===== config.mk =====
export PLATFORM = sky130hd
export DESIGN_NAME = link_track_mem
export DESIGN_NICKNAME = d
export VERILOG_FILES = /design/src/rtl/link_track_mem.sv
export SDC_FILE = /design/constraint.sdc
export NUM_CORES = 1
export LEC_CHECK = 0
export BUFFER_PORTS_ARGS = -buffer_cell sky130_fd_sc_hd__buf_2
export CORE_UTILIZATION = 45
export CTS_BUF_LIST = sky130_fd_sc_hd__clkbuf_4
export DETAILED_ROUTE_END_ITERATION = 10
export HOLD_SLACK_MARGIN = 0.02
export PLACE_DENSITY = 0.71
export SLEW_MARGIN = 25
export SYNTH_ARGS = -nofsm -noshare
export SYNTH_HDL_FRONTEND = slang
export SYNTH_SLANG_ARGS = --single-unit

===== constraint.sdc =====
create_clock -name clk -period 7.82 [get_ports clk]
set_clock_uncertainty 0.15 [all_clocks]
set_input_delay 1.955 -clock clk [delete_from_list [all_inputs] [get_ports clk]]
set_output_delay 1.955 -clock clk [all_outputs]
set_load 0.05 [all_outputs]

===== src/rtl/link_track_mem.sv =====
module link_track_mem #(
  parameter int NUM_CELLS = 4,
  parameter int MAX_IN    = 2,
  parameter int NUM_LINKS = 6,
  parameter int LINK_W    = 8,
  localparam int CIDX_W   = (NUM_CELLS > 1) ? $clog2(NUM_CELLS) : 1,
  localparam int LIDX_W   = $clog2(NUM_LINKS + 1),
  parameter logic [NUM_CELLS*MAX_IN*LIDX_W-1:0] SLOT_MAP =
    {3'd6, 3'd2, 3'd5, 3'd1, 3'd6, 3'd0, 3'd4, 3'd3}
) (
  input  logic                     clk,
  input  logic                     rst_n,
  input  logic                     cyc_start,
  input  logic                     wr_en,
  input  logic [LIDX_W-1:0]        wr_link,
  input  logic [LINK_W-1:0]        wr_data,
  input  logic                     rd_en,
  input  logic [CIDX_W-1:0]        rd_cell,
  output logic [MAX_IN*LINK_W-1:0] rd_data,
  output logic [NUM_CELLS-1:0]     settled
);

  logic [LINK_W-1:0]    link_q [NUM_LINKS];
  logic [NUM_LINKS-1:0] hbr_q, mark, inval, hbr_d;
  logic [NUM_CELLS-1:0] settled_d;
  logic [NUM_LINKS*LINK_W-1:0] link_flat;

  wire wr_ok   = wr_en && (32'(wr_link) < NUM_LINKS);
  wire cell_ok = 32'(rd_cell) < NUM_CELLS;

  function automatic logic [LIDX_W-1:0] slot_link(input int c, input int s);
    return SLOT_MAP[(c*MAX_IN+s)*LIDX_W +: LIDX_W];
  endfunction

  for (genvar s = 0; s < MAX_IN; s++) begin : g_rd
    wire [LIDX_W-1:0] lk = slot_link(int'(rd_cell), s);
    assign rd_data[s*LINK_W +: LINK_W] =
      (cell_ok && 32'(lk) < NUM_LINKS) ? link_q[lk] : '0;
  end

  for (genvar i = 0; i < NUM_LINKS; i++) begin : g_flat
    assign link_flat[i*LINK_W +: LINK_W] = link_q[i];
  end

  always_comb begin
    logic [LIDX_W-1:0] lk;
    mark  = '0;
    inval = '0;
    for (int s = 0; s < MAX_IN; s++) begin
      lk = slot_link(int'(rd_cell), s);
      if (rd_en && cell_ok && 32'(lk) < NUM_LINKS) mark[lk] = 1'b1;
    end
    if (wr_ok && wr_data != link_q[wr_link]) inval[wr_link] = 1'b1;
  end

  assign hbr_d = cyc_start ? '0 : ((hbr_q | mark) & ~inval);

  for (genvar c = 0; c < NUM_CELLS; c++) begin : g_stab
    always_comb begin
      logic [LIDX_W-1:0] lk;
      settled_d[c] = 1'b1;
      for (int s = 0; s < MAX_IN; s++) begin
        lk = slot_link(c, s);
        if (32'(lk) < NUM_LINKS && !hbr_q[lk]) settled_d[c] = 1'b0;
      end
    end
  end

  always_ff @(posedge clk or negedge rst_n) begin
    if (!rst_n) begin
      hbr_q   <= '0;
      settled <= '0;
      for (int i = 0; i < NUM_LINKS; i++) link_q[i] <= '0;
    end else begin
      hbr_q   <= hbr_d;
      settled <= settled_d;
      if (wr_ok) link_q[wr_link] <= wr_data;
    end
  end

endmodule


==> qor.yml <==
status: "completed"
fillers: 628
wire_per_inst_um: 17.5
postCtsHoldBufs: 0
post-route-period-util: 0.757
cts_made_buffers: 9
internal_power_w: 0.000537
combPwrFrac: 0.324
synth-seq-area-share: 0.451
clkLatencyLatePin_ns: 0.39
synth_top_flop_cell: "dfrtp_1"
dp.final_hpwl_um: 4420
cts_tree: "yes"
grt_max_degree: 59
p_per_area_mw_per_mm2: 238
overflow: 0
critPathLaunch: "rd_cell[0]"
wl_met2_um: 3240
drv_cap: 0
drive_above_1_share: 0.440
netlist.area_leader.share: 0.451
synth_top_cells_by_area: "dfrtp_1, mux2_2, mux2i_1"
vias: 2065
r2r-start: "link_flat[41]"
design.die.area_mm2: 0.00750
pre_cts_ws_ns: 1.89
antenna_left: 0
setup_viol: 0
switching_power_w: 0.000305
wl_met3_um: 280
ir_drop_mv: 0.105
cpPeakStageDelay_ns: 0.65
slew_violations: 0
cp-start-kind: "primary input"
ys_ff_latch: 58
row_count: 30
portBuffers: 37
worstHoldPathType: "reg -> reg"
p_leak_nw: 1.55
place.gp.congestion: 0.737
syn_area_mm2: 0.00322
ys_types: 37
floorplan.initialDensity: 0.469
clk_pin_slew_ns: 0.11
drc_errors: 0
dr.pass1.iters: 4
synth-edff-count: 0
hold_violations: 0
grt_util_all_layers: 0.201
first_iter_violations: 149
synth_most_common_cell: "dfrtp_1"
tightest_slew_ns: 0.842
synth_top_area_cell: "dfrtp_1"
cts_max_level: 3
async_reset_ff_frac: 1.00
rsz0062_at_grt: "false"
clockBufferDepth: 2
min_period_ns: 5.92
io_pins: 38
critPathMaxFanout: 20
yosys_warnings: 0
end_kind: "primary output"
p_sw_frac: 0.362
cts_root_buffer: "clkbuf_4"
syn_area_per_cell_um2: 13.0
cts.sinks: 58
antennaDiodeCount: 0
crit_top_cell: "buf_2"
postSynthCellCount: 247
synth_nets: 270
die_h_um: 86.6
wl_met1_um: 3050
wirelength_um: 6650
netlist_top_cells_count: "dfrtp_1, mux2_2, mux2i_1"
fmax_mhz: 169
power_w: 0.000842
fin_ws_ns: 1.90
crit_required_ns: 5.72
relSlewSlack: 0.436
antenna_found_initial: 0
hp-start: "hbr_q[0]"
cp.arrival_ns: 3.82
setup_tns_ns: 0
grt_pass1_wl_um: 11200
cp_cell_sequence: "buf_2 -> inv_1 -> ha_1 -> mux4_2 -> buf_2"
post_cts_buffers: 0
power.share.sequential: 0.471
coreArea_mm2: 0.00687
via_per_inst: 5.43
top_layer_used: "met4"
crit_type: "in -> out"
cts_resized: 0
crit_slowest_cell: "ha_1"
dieWidth_um: 86.6
area_growth_pct: 9.79
first_global_vias: 2139
fin_nets: 302
clkPwrFrac: 0.205
-- registers in the layout, indices dropped and copies added (netlist names) --
signal,cells
hbr_q,6
link_flat,48
settled,4
-- power groups by stage --
stage / clock network (W) / logic (W) / registers, W
floorplan: 0 / 0.000222 / 0.000391
CTS: 0.000178 / 0.000275 / 0.000396
finish: 0.000173 / 0.000273 / 0.000397
global route: 0.000192 / 0.000293 / 0.000406
detailed placement: 0 / 0.000275 / 0.000402
global placement: 0 / 0.000269 / 0.000400
-- cell type report --
class	count	area, um2	share of cell area
inverter	5	18.8	0.00531
tap	96	120	0.0340
clock buffer	9	67.6	0.0191
sequential	58	1450	0.410
multi-input combinational	167	1650	0.466
clock inverter	7	36.3	0.0103
timing repair buffer	38	193	0.0545
-- critical path, delay by kind of cell --
| kind | cells | cell delay [ns] |
|---|---|---|
| buffers and inverters | 3 | 0.81 |
| adder cells (fa/ha/maj) | 1 | 0.65 |
| multiplexers | 1 | 0.39 |
-- cell families (layout without fill, tap and decap cells) --
group,count (synthesis),in the layout,share of synthesized area
mux,86,86,0.327
xor+xnor,12,12,0.0326
fa+ha+maj,5,5,0.0194
buf+inv,22,59,0.0389
simple gates,35,35,0.0583
compound gates,29,29,0.0734
flops,58,58,0.451
-- metal layers --
layer,up-vias,global-route usage
met5,-,0
met4,0,0.0773
met3,6,0.0381
met2,41,0.323
met1,1048,0.272
li1,970,-
-- worst paths after layout --
path	to	slack (ns)	depth (start not counted)
max in group asynchronous	link_flat[37]	5.48	2
hold reg to reg	settled[1]	0.24	0
hold / removal	settled[1]	0.24	0
setup / recovery	rd_data[3]	1.90	5
setup reg to reg	hbr_q[4]	5.21	6
min in group asynchronous	link_flat[16]	1.56	2
-- per-stage QoR --
step,cells,util,hold WS [ns],area [um2]
CTS,380,0.514,0.244,3530
global placement,364,0.499,0.217,3430
finish,380,0.515,0.243,3540
detailed placement,364,0.499,0.218,3430
global route,380,0.515,0.264,3540
floorplan,247,-,0.204,3220
-- cells in the final DEF (no fill, tap or decap), types with 2 or more instances in the layout --
| cell type | Yosys | routed |
|---|---|---|
| dfrtp_1 | 58 | 58 |
| mux2_2 | 53 | 53 |
| buf_2 | 1 | 37 |
| mux2i_1 | 23 | 23 |
| nor2_1 | 15 | 13 |
| mux4_2 | 10 | 10 |
| xnor2_1 | 10 | 10 |
| clkbuf_4 | 0 | 9 |
| a21oi_1 | 8 | 8 |
| a211oi_2 | 6 | 6 |
| inv_1 | 5 | 5 |
| o22ai_1 | 5 | 5 |
| ha_1 | 5 | 5 |
| nor3_1 | 4 | 4 |
| nand2b_1 | 3 | 3 |
| clkinv_1 | 0 | 3 |
| xor2_1 | 2 | 2 |
| o21a_1 | 2 | 2 |
| a22oi_1 | 2 | 2 |
| and3_1 | 2 | 2 |
| nand3_1 | 2 | 2 |
| nor2_2 | 0 | 2 |
| and2_1 | 2 | 2 |
| clkinv_2 | 0 | 2 |
| clkinvlp_4 | 0 | 2 |
Power figures use the tool's default switching activity.
